`src/rtl/spi_mem_pkg.sv`:
```
// Shared opcodes, controller states and status-byte layout for the
// SPI memory command decoder. Assumes a 9-bit byte address space.
package spi_mem_pkg;

    localparam logic [7:0] OP_WREN = 8'h06;
    localparam logic [7:0] OP_WRDI = 8'h04;
    localparam logic [7:0] OP_WRSR = 8'h01;
    localparam logic [7:0] OP_RDSR = 8'h05;
    localparam logic [7:0] OP_RFSH = 8'h07;

    typedef enum logic [2:0] {
        ST_OPCODE,
        ST_ADDR,
        ST_WDATA,
        ST_RDATA,
        ST_STAT_IN,
        ST_STAT_OUT,
        ST_DRAIN
    } cmd_state_e;

    typedef struct packed {
        logic       wpen;
        logic       rprot;
        logic [1:0] bp;
        logic       wel;
    } stat_t;

    function automatic logic [7:0] pack_status(input stat_t s, input logic busy);
        return {s.wpen, 2'b00, s.rprot, s.bp, s.wel, busy};
    endfunction

endpackage

```
`src/rtl/spi_mem_shifter.sv`:
```
// Serial receive/transmit for SPI mode 0, MSB first.
// Oversamples cs_n/sclk/mosi with the system clock; assumes each
// serial clock half-period spans several system clocks.
module spi_mem_shifter #(
    parameter int SYNC_STAGES = 2
) (
    input  logic       clk,
    input  logic       rst_n,
    input  logic       cs_n_i,
    input  logic       sclk_i,
    input  logic       mosi_i,
    input  logic [7:0] tx_byte_i,
    output logic [7:0] rx_byte_o,
    output logic       rx_valid_o,
    output logic       sel_o,
    output logic       cs_rise_o,
    output logic       boundary_o,
    output logic       miso_o,
    output logic       miso_oe_o
);
    localparam int LAST = SYNC_STAGES - 1;

    logic [LAST:0] cs_sync, sclk_sync, mosi_sync;
    logic          cs_d, sclk_d;
    logic [2:0]    bit_cnt;
    logic [6:0]    shreg;
    logic          cs_s, sclk_s, mosi_s, rise;

    assign cs_s   = cs_sync[LAST];
    assign sclk_s = sclk_sync[LAST];
    assign mosi_s = mosi_sync[LAST];
    assign rise   = sclk_s & ~sclk_d & ~cs_s;

    // Bring the serial lines into the clock domain and keep edge history.
    always_ff @(posedge clk) begin
        if (!rst_n) begin
            cs_sync   <= '1;
            sclk_sync <= '0;
            mosi_sync <= '0;
            cs_d      <= 1'b1;
            sclk_d    <= 1'b0;
        end else begin
            cs_sync   <= {cs_sync[LAST-1:0], cs_n_i};
            sclk_sync <= {sclk_sync[LAST-1:0], sclk_i};
            mosi_sync <= {mosi_sync[LAST-1:0], mosi_i};
            cs_d      <= cs_s;
            sclk_d    <= sclk_s;
        end
    end

    // Shift in one bit per rising serial edge and flag each full byte.
    always_ff @(posedge clk) begin
        if (!rst_n) begin
            bit_cnt    <= '0;
            shreg      <= '0;
            rx_byte_o  <= '0;
            rx_valid_o <= 1'b0;
        end else begin
            rx_valid_o <= rise && (bit_cnt == 3'd7);
            if (cs_s) begin
                bit_cnt <= '0;
            end else if (rise) begin
                shreg   <= {shreg[5:0], mosi_s};
                bit_cnt <= bit_cnt + 3'd1;
                if (bit_cnt == 3'd7) rx_byte_o <= {shreg, mosi_s};
            end
        end
    end

    assign sel_o      = ~cs_s;
    assign cs_rise_o  = cs_s & ~cs_d;
    assign boundary_o = (bit_cnt == 3'd0);
    assign miso_oe_o  = ~cs_s;
    assign miso_o     = cs_s ? 1'b0 : tx_byte_i[3'd7 - bit_cnt];

endmodule

```
`src/rtl/spi_mem_protect.sv`:
```
// Combinational protection decode: block/register protection of one
// address, and the hardware lock of the status byte.
module spi_mem_protect #(
    parameter int          ADDR_W   = 9,
    parameter logic [8:0]  REG_BASE = 9'h120
) (
    input  logic [ADDR_W-1:0] addr_i,
    input  logic [1:0]        bp_i,
    input  logic              rprot_i,
    input  logic              wpen_i,
    input  logic              wp_n_i,
    output logic              addr_prot_o,
    output logic              stat_lock_o
);
    logic low_half;

    assign low_half = ~addr_i[ADDR_W-1];

    // Decide whether the address falls in a protected range.
    always_comb begin
        addr_prot_o = 1'b0;
        if (low_half) begin
            unique case (bp_i)
                2'b00: addr_prot_o = 1'b0;
                2'b01: addr_prot_o = &addr_i[ADDR_W-2:ADDR_W-3];
                2'b10: addr_prot_o = addr_i[ADDR_W-2];
                2'b11: addr_prot_o = 1'b1;
            endcase
        end else begin
            addr_prot_o = rprot_i && (addr_i >= REG_BASE);
        end
    end

    assign stat_lock_o = wpen_i & ~wp_n_i;

endmodule

```
`src/rtl/spi_mem_ctrl.sv`:
```
// Command state machine, status byte, write page buffer and flush engine.
// Assumes one-clock read latency on the memory port and that rx_valid
// only pulses while the device is selected.
module spi_mem_ctrl
    import spi_mem_pkg::*;
#(
    parameter int ADDR_W      = 9,
    parameter int PAGE_BYTES  = 8,
    parameter int BUSY_CYCLES = 64
) (
    input  logic              clk,
    input  logic              rst_n,
    input  logic [7:0]        rx_byte_i,
    input  logic              rx_valid_i,
    input  logic              sel_i,
    input  logic              cs_rise_i,
    input  logic              boundary_i,
    input  logic              wp_n_i,
    input  logic [7:0]        mem_rdata_i,
    output logic [7:0]        tx_byte_o,
    output logic [ADDR_W-1:0] mem_addr_o,
    output logic [7:0]        mem_wdata_o,
    output logic              mem_we_o,
    output logic              mem_re_o,
    output logic              refresh_o,
    output logic [7:0]        status_o
);
    localparam int IDX_W  = (PAGE_BYTES > 1) ? $clog2(PAGE_BYTES) : 1;
    localparam int CNT_W  = $clog2(PAGE_BYTES + 1);
    localparam int BUSY_W = $clog2(BUSY_CYCLES + 1);

    cmd_state_e        state;
    stat_t             stat;
    logic              a8, is_rd, wr_ok, flushing, rd_pend;
    logic [ADDR_W-1:0] addr_q, wbase, flush_addr;
    logic [CNT_W-1:0]  wcnt;
    logic [IDX_W-1:0]  fidx;
    logic [BUSY_W-1:0] busy_cnt;
    logic [7:0]        wbuf [PAGE_BYTES];
    logic [1:0]        wp_sync;
    logic              busy, addr_prot, stat_lock, is_mem_op;

    assign busy       = flushing | (busy_cnt != '0);
    assign status_o   = pack_status(stat, busy);
    assign flush_addr = wbase + ADDR_W'(fidx);
    assign is_mem_op  = (rx_byte_i[7:4] == 4'h0) && (rx_byte_i[2:1] == 2'b01);

    spi_mem_protect #(.ADDR_W(ADDR_W)) u_prot (
        .addr_i      (flush_addr),
        .bp_i        (stat.bp),
        .rprot_i     (stat.rprot),
        .wpen_i      (stat.wpen),
        .wp_n_i      (wp_sync[1]),
        .addr_prot_o (addr_prot),
        .stat_lock_o (stat_lock)
    );

    // Capture write data bytes into the page buffer.
    always_ff @(posedge clk) begin
        if (rx_valid_i && state == ST_WDATA && wr_ok && wcnt < CNT_W'(PAGE_BYTES))
            wbuf[wcnt[IDX_W-1:0]] <= rx_byte_i;
    end

    // Decode commands, keep status, and drive the memory port.
    always_ff @(posedge clk) begin
        if (!rst_n) begin
            state       <= ST_OPCODE;
            stat        <= '0;
            a8          <= 1'b0;
            is_rd       <= 1'b0;
            wr_ok       <= 1'b0;
            flushing    <= 1'b0;
            rd_pend     <= 1'b0;
            addr_q      <= '0;
            wbase       <= '0;
            wcnt        <= '0;
            fidx        <= '0;
            busy_cnt    <= '0;
            tx_byte_o   <= '0;
            mem_addr_o  <= '0;
            mem_wdata_o <= '0;
            mem_we_o    <= 1'b0;
            mem_re_o    <= 1'b0;
            refresh_o   <= 1'b0;
            wp_sync     <= 2'b11;
        end else begin
            wp_sync   <= {wp_sync[0], wp_n_i};
            mem_we_o  <= 1'b0;
            mem_re_o  <= 1'b0;
            refresh_o <= 1'b0;
            rd_pend   <= mem_re_o;
            if (rd_pend) tx_byte_o <= mem_rdata_i;

            if (!sel_i) state <= ST_OPCODE;

            if (cs_rise_i && state == ST_WDATA && wr_ok && boundary_i && wcnt != '0) begin
                flushing <= 1'b1;
                fidx     <= '0;
                stat.wel <= 1'b0;
            end

            if (flushing) begin
                if (!addr_prot) begin
                    mem_we_o    <= 1'b1;
                    mem_addr_o  <= flush_addr;
                    mem_wdata_o <= wbuf[fidx];
                end
                if (CNT_W'(fidx) + CNT_W'(1) == wcnt) begin
                    flushing <= 1'b0;
                    busy_cnt <= BUSY_W'(BUSY_CYCLES);
                end else begin
                    fidx <= fidx + IDX_W'(1);
                end
            end else if (busy_cnt != '0) begin
                busy_cnt <= busy_cnt - BUSY_W'(1);
            end

            if (rx_valid_i) begin
                unique case (state)
                    ST_OPCODE: begin
                        tx_byte_o <= '0;
                        if (busy && rx_byte_i != OP_RDSR) begin
                            state <= ST_DRAIN;
                        end else if (rx_byte_i == OP_RDSR) begin
                            tx_byte_o <= status_o;
                            state     <= ST_STAT_OUT;
                        end else if (rx_byte_i == OP_WREN) begin
                            stat.wel <= 1'b1;
                            state    <= ST_DRAIN;
                        end else if (rx_byte_i == OP_WRDI) begin
                            stat.wel <= 1'b0;
                            state    <= ST_DRAIN;
                        end else if (rx_byte_i == OP_WRSR) begin
                            state <= ST_STAT_IN;
                        end else if (rx_byte_i == OP_RFSH) begin
                            refresh_o <= 1'b1;
                            state     <= ST_DRAIN;
                        end else if (is_mem_op) begin
                            a8    <= rx_byte_i[3];
                            is_rd <= rx_byte_i[0];
                            wr_ok <= stat.wel;
                            wcnt  <= '0;
                            state <= ST_ADDR;
                        end else begin
                            state <= ST_DRAIN;
                        end
                    end
                    ST_ADDR: begin
                        addr_q <= {a8, rx_byte_i};
                        if (is_rd) begin
                            mem_addr_o <= {a8, rx_byte_i};
                            mem_re_o   <= 1'b1;
                            state      <= ST_RDATA;
                        end else begin
                            wbase <= {a8, rx_byte_i};
                            state <= ST_WDATA;
                        end
                    end
                    ST_RDATA: begin
                        addr_q     <= addr_q + ADDR_W'(1);
                        mem_addr_o <= addr_q + ADDR_W'(1);
                        mem_re_o   <= 1'b1;
                    end
                    ST_WDATA: begin
                        if (wcnt < CNT_W'(PAGE_BYTES)) wcnt <= wcnt + CNT_W'(1);
                    end
                    ST_STAT_IN: begin
                        if (stat.wel && !stat_lock) begin
                            stat.wpen  <= rx_byte_i[7];
                            stat.rprot <= rx_byte_i[4];
                            stat.bp    <= rx_byte_i[3:2];
                            stat.wel   <= 1'b0;
                        end
                        state <= ST_DRAIN;
                    end
                    ST_STAT_OUT: tx_byte_o <= status_o;
                    default: ;
                endcase
            end
        end
    end

endmodule

```
`src/rtl/spi_mem_cmd.sv`:
```
// Top of the SPI memory command decoder: serial shifter plus command
// controller. Assumes the system clock is several times the serial clock.
module spi_mem_cmd #(
    parameter int ADDR_W      = 9,
    parameter int PAGE_BYTES  = 8,
    parameter int BUSY_CYCLES = 64,
    parameter int SYNC_STAGES = 2
) (
    input  logic              clk,
    input  logic              rst_n,
    input  logic              cs_n,
    input  logic              sclk,
    input  logic              mosi,
    input  logic              wp_n,
    output logic              miso,
    output logic              miso_oe,
    output logic [ADDR_W-1:0] mem_addr,
    output logic [7:0]        mem_wdata,
    output logic              mem_we,
    output logic              mem_re,
    input  logic [7:0]        mem_rdata,
    output logic              refresh_req
);
    logic [7:0] rx_byte, tx_byte, status_w;
    logic       rx_valid, sel, cs_rise, boundary;

    spi_mem_shifter #(.SYNC_STAGES(SYNC_STAGES)) u_shift (
        .clk        (clk),
        .rst_n      (rst_n),
        .cs_n_i     (cs_n),
        .sclk_i     (sclk),
        .mosi_i     (mosi),
        .tx_byte_i  (tx_byte),
        .rx_byte_o  (rx_byte),
        .rx_valid_o (rx_valid),
        .sel_o      (sel),
        .cs_rise_o  (cs_rise),
        .boundary_o (boundary),
        .miso_o     (miso),
        .miso_oe_o  (miso_oe)
    );

    spi_mem_ctrl #(
        .ADDR_W      (ADDR_W),
        .PAGE_BYTES  (PAGE_BYTES),
        .BUSY_CYCLES (BUSY_CYCLES)
    ) u_ctrl (
        .clk         (clk),
        .rst_n       (rst_n),
        .rx_byte_i   (rx_byte),
        .rx_valid_i  (rx_valid),
        .sel_i       (sel),
        .cs_rise_i   (cs_rise),
        .boundary_i  (boundary),
        .wp_n_i      (wp_n),
        .mem_rdata_i (mem_rdata),
        .tx_byte_o   (tx_byte),
        .mem_addr_o  (mem_addr),
        .mem_wdata_o (mem_wdata),
        .mem_we_o    (mem_we),
        .mem_re_o    (mem_re),
        .refresh_o   (refresh_req),
        .status_o    (status_w)
    );

endmodule

```
`config.mk`:
```
export PLATFORM = sky130hd
export DESIGN_NAME = spi_mem_cmd
export DESIGN_NICKNAME = d
export VERILOG_FILES = /design/src/rtl/spi_mem_pkg.sv /design/src/rtl/spi_mem_shifter.sv /design/src/rtl/spi_mem_protect.sv /design/src/rtl/spi_mem_ctrl.sv /design/src/rtl/spi_mem_cmd.sv
export SDC_FILE = /design/constraint.sdc
export NUM_CORES = 1
export LEC_CHECK = 0
export ABC_CLOCK_PERIOD_IN_PS = 4700
export BUFFER_PORTS_ARGS = -buffer_cell sky130_fd_sc_hd__buf_2
export CORE_MARGIN = 3
export CORE_UTILIZATION = 40
export DETAILED_ROUTE_END_ITERATION = 16
export PLACE_DENSITY = 0.61
export SLEW_MARGIN = 10
export SYNTH_ARGS = -nofsm -noshare
export SYNTH_HDL_FRONTEND = slang
export SYNTH_SLANG_ARGS = --single-unit
```
`constraint.sdc`:
```
create_clock -name clk -period 4.7 [get_ports clk]
set_input_delay 0.94 -clock clk [delete_from_list [all_inputs] [get_ports clk]]
set_output_delay 0.94 -clock clk [all_outputs]
set_load 0.02 [all_outputs]
```
==> results of run 1 <==
stage by stage:
| stage | cell area (sq um) | power, mW | worst slack, ns |
|---|---|---|---|
| 3_5_place_dp | 7850 | 1.74 | 1.15 |
| 4_1_cts | 8380 | 2.99 | 1.14 |
| 6_report | 8380 | 2.96 | 1.02 |
| 5_1_grt | 8380 | 3.08 | 0.881 |
| 2_1_floorplan | 7510 | 1.70 | 1.35 |
| 3_3_place_gp | 7850 | 1.73 | 1.37 |
layout by cell type, fill, tap and decap left out, types with 4 or more instances in the layout:
cell type,synthesis,routed
sky130_fd_sc_hd__a211oi_1,9,9
sky130_fd_sc_hd__a21oi_1,44,44
sky130_fd_sc_hd__a22oi_1,9,9
sky130_fd_sc_hd__and2_1,10,10
sky130_fd_sc_hd__and3_1,6,6
sky130_fd_sc_hd__buf_2,5,35
sky130_fd_sc_hd__buf_4,0,7
sky130_fd_sc_hd__clkbuf_16,0,17
sky130_fd_sc_hd__clkinv_2,0,6
sky130_fd_sc_hd__dfxtp_1,102,102
sky130_fd_sc_hd__edfxtp_1,64,64
sky130_fd_sc_hd__ha_1,11,11
sky130_fd_sc_hd__inv_1,20,20
sky130_fd_sc_hd__mux2_2,8,8
sky130_fd_sc_hd__mux2i_1,43,43
sky130_fd_sc_hd__mux4_2,18,18
sky130_fd_sc_hd__nand2_1,51,51
sky130_fd_sc_hd__nand2b_1,9,9
sky130_fd_sc_hd__nand3_1,8,8
sky130_fd_sc_hd__nand3b_1,6,6
sky130_fd_sc_hd__nand4b_1,4,4
sky130_fd_sc_hd__nor2_1,85,85
sky130_fd_sc_hd__nor2b_1,6,6
sky130_fd_sc_hd__nor3_1,10,10
sky130_fd_sc_hd__nor4_1,6,6
sky130_fd_sc_hd__o211ai_1,4,4
sky130_fd_sc_hd__o21ai_0,26,26
sky130_fd_sc_hd__o22ai_1,5,5
sky130_fd_sc_hd__or2_2,5,5
sky130_fd_sc_hd__xnor2_1,11,11
sky130_fd_sc_hd__xor2_1,9,9
area by class of cell:
cell class                 count  area (sq um)
clock buffer                  22           474
clock inverter                 9          52.6
fill                        1681          9830
inverter                      21          78.8
multi-input combinational    463          3290
sequential                   166          3960
tap                          229           287
timing repair buffer          42           228
cells by family after synthesis:
group | synth area share [%]
multiplexers | 12.6
XOR/XNOR | 2.33
buffers and inverters | 3.33
adder cells (fa/ha/maj) | 2.10
flip-flops | 52.8
AO/OA/AOI/OAI | 11.1
AND/OR/NAND/NOR | 15.7
power by group:
group | switching, mW | total (mW) | internal, mW
logic | 0.101 | 0.180 | 0.0791
clock network | 0.546 | 1.26 | 0.709
registers | 0.0193 | 1.53 | 1.51
metal layers:
layer / global-route usage (%) / vias up
met1: 23.6 / 2658
met4: 6.70 / 0
met5: 0 / -
li1: - / 2557
met2: 27.7 / 182
met3: 4.72 / 32
worst max path at each step:
stage | from | end | slack (ns) | cells after the start
after global routing | u_ctrl.wbase[0] | u_ctrl.mem_addr_o[8] | 0.88 | 10
after floorplan | u_ctrl.fidx[1] | u_ctrl.mem_addr_o[6] | 1.35 | 11
after global placement | u_ctrl.fidx[2] | u_ctrl.mem_addr_o[8] | 1.37 | 8
final | u_ctrl.fidx[0] | u_ctrl.mem_addr_o[8] | 1.02 | 10
after CTS | u_ctrl.fidx[0] | u_ctrl.mem_addr_o[8] | 1.14 | 10
after detailed placement | u_ctrl.wbase[0] | u_ctrl.mem_addr_o[8] | 1.15 | 10
state kept, by name, summed over array words and instances, names as in the netlist, 3 cells and up:
register,cells
u_ctrl.addr_q,9
u_ctrl.busy_cnt,7
u_ctrl.fidx,3
u_ctrl.mem_addr_o,9
u_ctrl.mem_wdata_o,8
u_ctrl.state,3
u_ctrl.status_o,5
u_ctrl.tx_byte_o,8
u_ctrl.wbase,9
u_ctrl.wbuf,64
u_ctrl.wcnt,4
u_shift.bit_cnt,3
u_shift.rx_byte_o,8
u_shift.shreg,7
worst register-to-register path, cell delays in order (launching register included):
cell                        delay (ns)
sky130_fd_sc_hd__dfxtp_1          0.34
sky130_fd_sc_hd__ha_1             0.24
sky130_fd_sc_hd__inv_1            0.08
sky130_fd_sc_hd__fa_1             0.46
sky130_fd_sc_hd__and2b_1          0.37
sky130_fd_sc_hd__nor3_1           0.09
sky130_fd_sc_hd__a2111oi_0        0.52
sky130_fd_sc_hd__a32oi_1          0.27
sky130_fd_sc_hd__mux2i_4          0.77
sky130_fd_sc_hd__o21bai_1         0.14
sky130_fd_sc_hd__a32o_1           0.29
==> PnR_summary.wiki, run 1 <==
{| class="wikitable"
! Metric !! Value
|-
| Maximum VDD drop || between 0.2 and 0.3 mV
|-
| TritonCTS clock tree || yes
|-
| Slowest cell on the critical path || sky130_fd_sc_hd__mux2i_4
|-
| Setup repair after global routing missed its margin || false
|-
| Pwr per Cell Area || between 300 and 400 nW/um^2
|-
| Max-cap check violation count || 0
|-
| # nets final || 737
|-
| FMAX || around 0.27 GHz
|-
| Number of warnings printed during yosys synthesis || 0
|-
| Worst-path fanout max || 26
|-
| Hold path endpoint || u_ctrl.wp_sync[1]
|-
| CTS clk-pin slew, worst paths || about 0.06 ns
|-
| Number of setup violations in the final report || 0
|-
| Net count of the mapped netlist || 714
|-
| Count of placed standard cells in the final layout, fillers left out || ~950
|-
| Nature of the critical path endpoint || flip-flop
|-
| Maximum buffer depth of the clock tree || 2
|-
| Final weighted congestion in routability-driven placement || around 0.83
|-
| Worst Hold Slack || a little over 0.4 ns
|-
| Number of enable flip-flop cells after synthesis || 64
|-
| Avg Cell Area, Syn || 10.9 sq um
|-
| Worst R2R End || u_ctrl.mem_addr_o[8]
|-
| Worst path arrival time || roughly 4.0 ns
|-
| Starting density of the core || 41.2%
|-
| Routed vias || 5,429
|-
| Buffers added on ports || 35
|-
| Floorplan Core Area || around 18,000 sq um
|-
| Lkg Pwr || 2.92 nW
|-
| Relative slew margins || between 30% and 40%
|-
| Count of boundary I/O pins || 36
|-
| Final setup TNS || 0 ns
|-
| Global-route wire length before repair || around 28,000 microns
|-
| Top cells by instance count after synthesis || sky130_fd_sc_hd__dfxtp_1 (102), sky130_fd_sc_hd__nor2_1 (85), sky130_fd_sc_hd__edfxtp_1 (64), sky130_fd_sc_hd__nand2_1 (51), sky130_fd_sc_hd__a21oi_1 (44)
|-
| Least-Margin Pin Slew || approximately 0.93 ns
|-
| Met2 WL post-DR || between 8000 and 9000 microns
|-
| Clock Tree Root || sky130_fd_sc_hd__clkbuf_16
|-
| Post-synthesis cell area || 7510 sq um
|-
| Synth area leaders || sky130_fd_sc_hd__dfxtp_1 (27%), sky130_fd_sc_hd__edfxtp_1 (26%), sky130_fd_sc_hd__mux2i_1 (5.7%)
|-
| Number of antenna violations at the first check in global routing || 0
|-
| Gate family responsible for the most delay along the worst path || compound AO/OA/AOI/OAI gates
|-
| Core occupancy in the finished layout || 46.0%
|-
| CP Buf/Inv Count || 1
|-
| Metal1 wirelength || between 7000 and 8000 microns
|-
| Number of routed nets with antenna violations || 0
|-
| Number of cells on the worst hold path || 1
|-
| Total number of H-tree levels || 4
|-
| Share of final-layout standard cells stronger than drive strength 1 || 15.9%
|-
| Pin count of the biggest net entering global routing || slightly below 60
|-
| WP data required || 5.02 ns
|-
| Die Outline Area || roughly 20,000 sq um
|-
| Count of unresolved DRC violations after routing || 0
|-
| FF-to-FF setup slack || 1.02 ns
|-
| Met3 wire length || slightly above 1000 microns
|-
| Number of detailed-route iterations in the first pass || 5
|-
| Proportion of netlist area held by the largest area contributor || a little over a quarter
|-
| Die Wd || about 140 microns
|-
| Type of the worst setup path || flip-flop to flip-flop
|-
| Sequential share of the synthesized area || about 53%
|-
| Post-synth top area cell || sky130_fd_sc_hd__dfxtp_1
|-
| Number of instances in the synthesized netlist || a little under 700
|-
| Synth Register Bits || ~170
|-
| Via count of the first global-routing pass || around 5.4k
|-
| Reg2Reg Depth || 10
|-
| Predominant post-synthesis flop cell || sky130_fd_sc_hd__dfxtp_1
|-
| Worst Hold Class || flip-flop to flip-flop
|-
| Post-CTS Hold Fix Bufs || 0
|-
| Number of vias per cell || between 5 and 6
|-
| Topmost layer with routed signal wires || met4
|-
| DRT iter0 DRCs || ~490
|-
| Launch point of the worst reg-to-reg path || u_ctrl.fidx[0]
|-
| Site Rows || between 40 and 50
|-
| Combined global-route utilization of all metal layers || ~18%
|-
| Hold violation total from the final report || 0
|-
| Clock latency of the later-clocked register in the worst-skew pair || roughly 0.43 ns
|-
| Post-CTS Resized || 0
|-
| Most frequently used cell type in the post-synthesis netlist || sky130_fd_sc_hd__dfxtp_1
|-
| Status || complete, no violations
|-
| Post-layout min period || 3.68 ns
|-
| Total CTS buffers || 17
|-
| Critical Path Source Type || flip-flop
|-
| Average detailed-routed wire length per instance || around 18 microns
|-
| Detailed placement HPWL || roughly 12,000 microns
|-
| Grt total ovfl || 0
|-
| Cells after DPL || approximately 920
|-
| Number of diodes || 0
|-
| Number of pins exceeding their max-slew limit in the final report || 0
|-
| Max Clock Skew || 0.00794 ns
|-
| Share of flip-flops with an asynchronous set or reset || 0%
|-
| Largest stage delay, worst path || between 0.7 and 0.8 ns
|-
| Crit path cell chain || ha_1 -> inv_1 -> fa_1 -> and2b_1 -> nor3_1 -> a2111oi_0 -> a32oi_1 -> mux2i_4 -> o21bai_1 -> a32o_1
|-
| Count of distinct cell types in the synthesized netlist || 73
|-
| Share of the clock period used by the worst path after layout || 78.2%
|-
| Worst min-delay path startpoint || u_ctrl.wp_sync[0]
|-
| Setup bufs post-CTS || 0
|-
| Overall routed net length || 17,500 microns
|-
| Die Height || between 100 and 150 microns
|-
| P&R area growth vs syn || 11.6%
|-
| Sinks on the clock net || roughly 170
|}
(Power assumes the default switching activity.)
==> run 2: changes to the inputs <==
--- a/config.mk
+++ b/config.mk
@@ -5,12 +5,12 @@
 export SDC_FILE = /design/constraint.sdc
 export NUM_CORES = 1
 export LEC_CHECK = 0
-export ABC_CLOCK_PERIOD_IN_PS = 4700
+export ABC_CLOCK_PERIOD_IN_PS = 3000
 export BUFFER_PORTS_ARGS = -buffer_cell sky130_fd_sc_hd__buf_2
 export CORE_MARGIN = 3
 export CORE_UTILIZATION = 40
 export DETAILED_ROUTE_END_ITERATION = 16
-export PLACE_DENSITY = 0.61
+export PLACE_DENSITY = 0.63
 export SLEW_MARGIN = 10
 export SYNTH_ARGS = -nofsm -noshare
 export SYNTH_HDL_FRONTEND = slang
==> constraint.sdc (replaced) <==
create_clock -name clk -period 3 [get_ports clk]
set_input_delay 0.6 -clock clk [delete_from_list [all_inputs] [get_ports clk]]
set_output_delay 0.6 -clock clk [all_outputs]
set_load 0.02 [all_outputs]
==> run 2 against run 1 <==
- utilization is 2.4 points higher
- combinational power is 58% higher
- critical path depth is 2 higher
- count of clock-buffer cells in the layout is 1 higher
- wire length is 0.17% higher
- sequential power is 56% higher
- setup slack worse by 0.89 ns
- first-iteration DRC count is 26% higher
- global-route usage is 0.27 points higher
- clock power is 90% higher
- non-clock buffer count is 32 higher
- power is 71% higher
- critical path type unchanged
==> PnR_summary.wiki, run 2 (same netlist as run 1, synthesis figures left out) <==
{| class="wikitable"
! Metric !! Value
|-
| Die Wd || between 100 and 150 microns
|-
| Count of boundary I/O pins || 36
|-
| Status || complete, no violations
|-
| CTS clk-pin slew, worst paths || around 0.070 ns
|-
| Global-route wire length before repair || approximately 29,000 microns
|-
| Worst path arrival time || ~3.2 ns
|-
| Number of detailed-route iterations in the first pass || 6
|-
| Via count of the first global-routing pass || roughly 5.3k
|-
| Worst min-delay path startpoint || wp_n
|-
| DRT iter0 DRCs || just over 600
|-
| Die Height || roughly 140 microns
|-
| Worst R2R End || u_ctrl.mem_addr_o[0]
|-
| Maximum buffer depth of the clock tree || 2
|-
| TritonCTS clock tree || yes
|-
| Flip-flop count of the largest register, all copies and words added || 64
|-
| Count of unresolved DRC violations after routing || 0
|-
| P&R area growth vs syn || 17.5%
|-
| Sinks on the clock net || between 150 and 200
|-
| FF-to-FF setup slack || roughly 0.13 ns
|-
| Instance area after placement || just over 8000 sq um
|-
| Pwr per Cell Area || around 570 nW/um^2
|-
| Overall routed net length || between 15,000 and 20,000 microns
|-
| Average detailed-routed wire length per instance || ~18 microns
|-
| Pin count of the biggest net entering global routing || 37
|-
| Final weighted congestion in routability-driven placement || between 0.9 and 1
|-
| Total number of H-tree levels || 4
|-
| Number of routed nets with antenna violations || 0
|-
| Final setup TNS || 0 ns
|-
| # nets final || just under 800
|-
| Relative slew margins || 38.5%
|-
| Number of cells on the worst hold path || 2
|-
| Total CTS buffers || 17
|-
| Most common cell after layout, fill and taps aside || sky130_fd_sc_hd__dfxtp_1
|-
| Overall power after layout || around 5.1 mW
|-
| Number of setup violations in the final report || 0
|-
| Floorplan Core Area || approximately 18,000 sq um
|-
| Site Rows || 49
|-
| Post-layout min period || roughly 2.9 ns
|-
| Top library cells by usage in the layout, fill and taps aside || sky130_fd_sc_hd__dfxtp_1 (102), sky130_fd_sc_hd__nor2_1 (85), sky130_fd_sc_hd__edfxtp_1 (64), sky130_fd_sc_hd__nand2_1 (51), sky130_fd_sc_hd__a21oi_1 (44)
|-
| Critical Path Source Type || flip-flop
|-
| Number of antenna violations at the first check in global routing || 0
|-
| Grt total ovfl || 0
|-
| Hold path endpoint || u_ctrl.wp_sync[0]
|-
| Die Outline Area || ~20,000 sq um
|-
| Lkg Pwr || between 3 and 4 nW
|-
| Maximum VDD drop || roughly 0.43 mV
|-
| Launch point of the worst reg-to-reg path || u_ctrl.fidx[0]
|-
| Nature of the critical path endpoint || flip-flop
|-
| Hold violation total from the final report || 0
|-
| Least-Margin Pin Slew || 0.909 ns
|-
| Reg2Reg Depth || 12
|-
| Starting density of the core || about 41%
|-
| Detailed placement HPWL || approximately 12,000 microns
|-
| Worst-path fanout max || 6
|-
| Buffers added on ports || 35
|-
| Max Clock Skew || approximately 0.012 ns
|-
| Number of vias per cell || about 5.6
|-
| Clock Tree Root || sky130_fd_sc_hd__clkbuf_16
|-
| Clock latency of the later-clocked register in the worst-skew pair || about 0.42 ns
|-
| Design area || approximately 9000 sq um
|-
| Number of pins exceeding their max-slew limit in the final report || 0
|-
| Fillers || 1,623
|-
| WP data required || 3.31 ns
|-
| Number of diodes || 0
|-
| Share of the clock period used by the worst path after layout || 95.7%
|-
| FMAX || 0.348 GHz
|-
| Share of final-layout standard cells stronger than drive strength 1 || around a fifth
|-
| Worst Hold Class || primary input to flip-flop
|-
| Cells after DPL || roughly 950
|-
| Routed vias || 5,498
|-
| Type of the worst setup path || flip-flop to flip-flop
|-
| Max-cap check violation count || 0
|-
| Count of placed standard cells in the final layout, fillers left out || a little under 1k
|-
| Combined global-route utilization of all metal layers || around 18%
|}
-- run 2: changes by cell type in the layout (fill, tap and decap cells not counted), sizes merged --
cell      before  now
buf           42   74
bufinv         0    4
clkbuf        22   23
clkinv         7    3
clkinvlp       1    0
inv           22   23
mux2i         44   45
-- run 2: how the worst max path moves through the flow --
stage | start | end | slack [ns] | cells past startpoint
final | u_ctrl.fidx[0] | u_ctrl.mem_addr_o[0] | 0.13 | 12
after global routing | u_ctrl.fidx[0] | u_ctrl.mem_addr_o[0] | -0.02 | 12
after CTS | u_ctrl.fidx[0] | u_ctrl.mem_wdata_o[7] | 0.05 | 11
after detailed placement | u_ctrl.fidx[0] | u_ctrl.mem_addr_o[8] | -0.21 | 10
after global placement | u_ctrl.fidx[0] | u_ctrl.mem_addr_o[8] | -0.03 | 10
after floorplan | u_ctrl.fidx[1] | u_ctrl.mem_addr_o[6] | 0.02 | 12
-- run 2: repair_timing --
action | CTS | global route
hold buffers | 0 | 0
gates cloned | 1 | 0
endpoints found under the setup margin | 17 | 15
pin swaps | 2 | 3
setup buffers | 4 | 1
gates resized for setup | 3 | 2
-- run 2: power breakdown --
| group | total (mW) | internal [mW] | switching [mW] |
|---|---|---|---|
| logic | 0.285 | 0.126 | 0.158 |
| registers | 2.39 | 2.36 | 0.0306 |
| clock network | 2.39 | 1.50 | 0.895 |
-- run 2: area by class of cell --
type | instances | area (sq um) | area share (%)
multi-input combinational | 464 | 3340 | 37.9
inverter | 21 | 78.8 | 0.894
clock inverter | 9 | 161 | 1.83
sequential | 166 | 3960 | 45.0
timing repair buffer | 74 | 493 | 5.59
clock buffer | 23 | 489 | 5.55
tap | 229 | 287 | 3.25
-- run 2: critical path: stages, from the launching register on --
cell and delay [ns]:
sky130_fd_sc_hd__dfxtp_1 0.35, sky130_fd_sc_hd__ha_1 0.18, sky130_fd_sc_hd__inv_1 0.07, sky130_fd_sc_hd__fa_1 0.43
sky130_fd_sc_hd__and2b_2 0.27, sky130_fd_sc_hd__buf_4 0.13, sky130_fd_sc_hd__nor4_1 0.05, sky130_fd_sc_hd__o21ai_0 0.30
sky130_fd_sc_hd__a31o_4 0.26, sky130_fd_sc_hd__buf_4 0.16, sky130_fd_sc_hd__mux2_2 0.34, sky130_fd_sc_hd__o22ai_1 0.12
sky130_fd_sc_hd__o32ai_1 0.09
-- run 2: metrics by stage --
step	util, %	hold slack, ns	setup slack, ns
6_report	48.4	0.356	0.130
5_1_grt	48.4	0.355	-0.0176
4_1_cts	48.3	0.335	0.0540
3_5_place_dp	44.3	0.407	-0.211
3_3_place_gp	44.3	0.403	-0.0340
2_1_floorplan	-	0.386	0.0214
-- run 2: per-layer routing --
metal  GRT usage, %  vias up  routed length (microns)
met5              0        -                        0
met3           4.35       17                     1220
met2           28.9      203                     8310
met1           24.5     2659                     7850
met4           4.55        0                      195
li1               -     2619                        -
==> run 3: changes to the inputs <==
--- a/config.mk
+++ b/config.mk
@@ -14,4 +14,5 @@
 export SLEW_MARGIN = 10
 export SYNTH_ARGS = -nofsm -noshare
 export SYNTH_HDL_FRONTEND = slang
+export SYNTH_HIERARCHICAL = 1
 export SYNTH_SLANG_ARGS = --single-unit
==> run 3 against run 2 <==
- first-iteration DRC count is 1.6% higher
- fmax is 1.7% higher
- non-clock buffer count is 19 lower
- global-route usage hardly changed
- critical endpoint is now u_ctrl/mem_wdata_o[4]
- largest cell class unchanged
- largest power group unchanged
==> PnR_summary.wiki, run 3 <==
{| class="wikitable"
! Metric !! Value
|-
| Status || complete, no violations
|-
| Design area || around 8400 sq um
|-
| # nets final || 757
|-
| Die Outline Area || approximately 20,000 sq um
|-
| Maximum buffer depth of the clock tree || 2
|-
| Final setup TNS || 0 ns
|-
| Instance area after placement || 7770 sq um
|-
| Max Clock Skew || ~0.012 ns
|-
| Cell internal power dissipation || roughly 3.8 mW
|-
| Number of warnings printed during yosys synthesis || 6
|-
| FMAX || approximately 0.35 GHz
|-
| Total CTS buffers || 17
|-
| Total number of H-tree levels || 4
|-
| Number of instances in the synthesized netlist || roughly 700
|-
| Net count of the mapped netlist || between 700 and 800
|-
| Starting density of the core || roughly two fifths
|-
| Maximum VDD drop || 0.465 mV
|-
| Avg Cell Area, Syn || 10.5 sq um
|-
| Relative slew margins || 43.9%
|-
| Critical Path Source Type || flip-flop
|-
| Core occupancy in the finished layout || 47.6%
|-
| Sequential group share of total power || about half
|-
| Via count of the first global-routing pass || 5,394
|-
| Detailed placement HPWL || 11,600 microns
|-
| Die Wd || ~140 microns
|-
| Global-route wire length before repair || 28,400 microns
|-
| Net switching component of the power || between 1 and 1.5 mW
|-
| Buffers added on ports || 35
|-
| Post-CTS Hold Fix Bufs || 0
|-
| Largest stage delay, worst path || roughly 0.39 ns
|-
| Worst Setup Slack post-DPL || between 0.2 and 0.25 ns
|-
| Worst path arrival time || 3.14 ns
|-
| Relative contribution of the clock network to total power || between 40% and 50%
|-
| Worst Hold Slack || 0.352 ns
|-
| Fillers || roughly 1.6k
|-
| P&R area growth vs syn || 14.1%
|-
| Setup repair after global routing missed its margin || false
|-
| Share of final-layout standard cells stronger than drive strength 1 || about 16%
|-
| TritonCTS clock tree || yes
|-
| Post-synthesis cell area || about 7300 sq um
|-
| Number of diodes || 0
|-
| Clock latency of the later-clocked register in the worst-skew pair || 0.43 ns
|-
| CP Buf/Inv Count || 1
|-
| Gate family responsible for the most delay along the worst path || compound AO/OA/AOI/OAI gates
|-
| Site Rows || 48
|-
| Number of antenna violations at the first check in global routing || 0
|-
| Nature of the critical path endpoint || flip-flop
|-
| Pin count of the biggest net entering global routing || 38
|-
| Worst-path fanout max || 16
|-
| Overall routed net length || about 18,000 microns
|-
| Pwr per Cell Area || slightly below 600 nW/um^2
|-
| Overall power after layout || a little under 5 mW
|-
| Crit path cell chain || ha_1 -> a21o_1 -> a21oi_2 -> nor3_1 -> or2_2 -> a21o_1 -> a221oi_1 -> a21oi_1 -> nand2b_1 -> buf_4 -> a221oi_1 -> a21oi_1
|-
| Clock Tree Root || sky130_fd_sc_hd__clkbuf_16
|-
| Lkg Pwr || between 2 and 3 nW
|-
| Type of the worst setup path || flip-flop to flip-flop
|-
| Average detailed-routed wire length per instance || about 18 microns
|-
| Final worst-path setup slack || roughly 0.18 ns
|-
| Number of detailed-route iterations in the first pass || 5
|-
| Count of boundary I/O pins || 36
|-
| Number of setup violations in the final report || 0
|-
| Number of vias per cell || between 5 and 6
|-
| Grt total ovfl || 0
|-
| Flip-flop count of the largest register, all copies and words added || between 60 and 70
|-
| Switching Share || around a quarter
|-
| Final weighted congestion in routability-driven placement || 0.880
|-
| DRT iter0 DRCs || between 600 and 700
|-
| Count of placed standard cells in the final layout, fillers left out || a little under 1k
|-
| Post-layout min period || 2.82 ns
|-
| Die Height || roughly 140 microns
|-
| Number of routed nets with antenna violations || 0
|-
| Routed vias || approximately 5.6k
|-
| Post-CTS Resized || 0
|-
| Least-Margin Pin Slew || 0.840 ns
|-
| Combined global-route utilization of all metal layers || between 10% and 20%
|-
| Hold violation total from the final report || 0
|-
| Setup bufs post-CTS || 0
|-
| CTS clk-pin slew, worst paths || 0.07 ns
|-
| Max-cap check violation count || 0
|-
| Cells after DPL || approximately 940
|-
| Combinational Power Share || 6.7%
|-
| Sinks on the clock net || 166
|-
| Count of unresolved DRC violations after routing || 0
|-
| FF-to-FF setup slack || 0.18 ns
|-
| Slowest cell on the critical path || sky130_fd_sc_hd__dfxtp_1
|-
| Worst Hold Class || primary input to flip-flop
|-
| Most common cell after layout, fill and taps aside || sky130_fd_sc_hd__dfxtp_1
|-
| Top library cells by usage in the layout, fill and taps aside || sky130_fd_sc_hd__dfxtp_1 (101), sky130_fd_sc_hd__edfxtp_1 (64), sky130_fd_sc_hd__a21oi_1 (55), sky130_fd_sc_hd__nand2_1 (50), sky130_fd_sc_hd__nor2_1 (49)
|-
| Number of pins exceeding their max-slew limit in the final report || 0
|-
| Floorplan Core Area || between 15,000 and 20,000 sq um
|-
| Share of the clock period used by the worst path after layout || 94.0%
|-
| WP data required || about 3.3 ns
|}
## run 3: per-layer routing
metal	track usage, %	share of wire (%)
met3	4.89	6.5
met5	0	0
met4	6.36	1.6
met2	27.6	46
met1	24.5	46
## run 3: power by group through the flow
stage,Combinational (mW),Clock [mW],Sequential (mW)
floorplan,0.256,0,2.44
global placement,0.309,0,2.45
detailed placement,0.323,0,2.45
finish,0.333,2.21,2.40
CTS,0.329,2.25,2.40
global route,0.368,2.36,2.41
## run 3: path summary, 6_finish.rpt
path,from,to,depth (start not counted)
min,cs_n,u_shift/cs_sync[0],2
max reg2reg,u_ctrl/fidx[1],u_ctrl/mem_wdata_o[4],12
min reg2reg,u_ctrl/wp_sync[0],u_ctrl/wp_sync[1],1
max,u_ctrl/fidx[1],u_ctrl/mem_wdata_o[4],12
## run 3: layout make-up
cell class | count | area (sq um) | area share, %
Sequential cell | 166 | 3970 | 47.4
Tap cell | 225 | 282 | 3.36
Clock buffer | 18 | 439 | 5.25
Inverter | 14 | 52.6 | 0.628
Clock inverter | 14 | 163 | 1.94
Multi-Input combinational cell | 477 | 3130 | 37.4
Timing Repair Buffer | 55 | 338 | 4.03
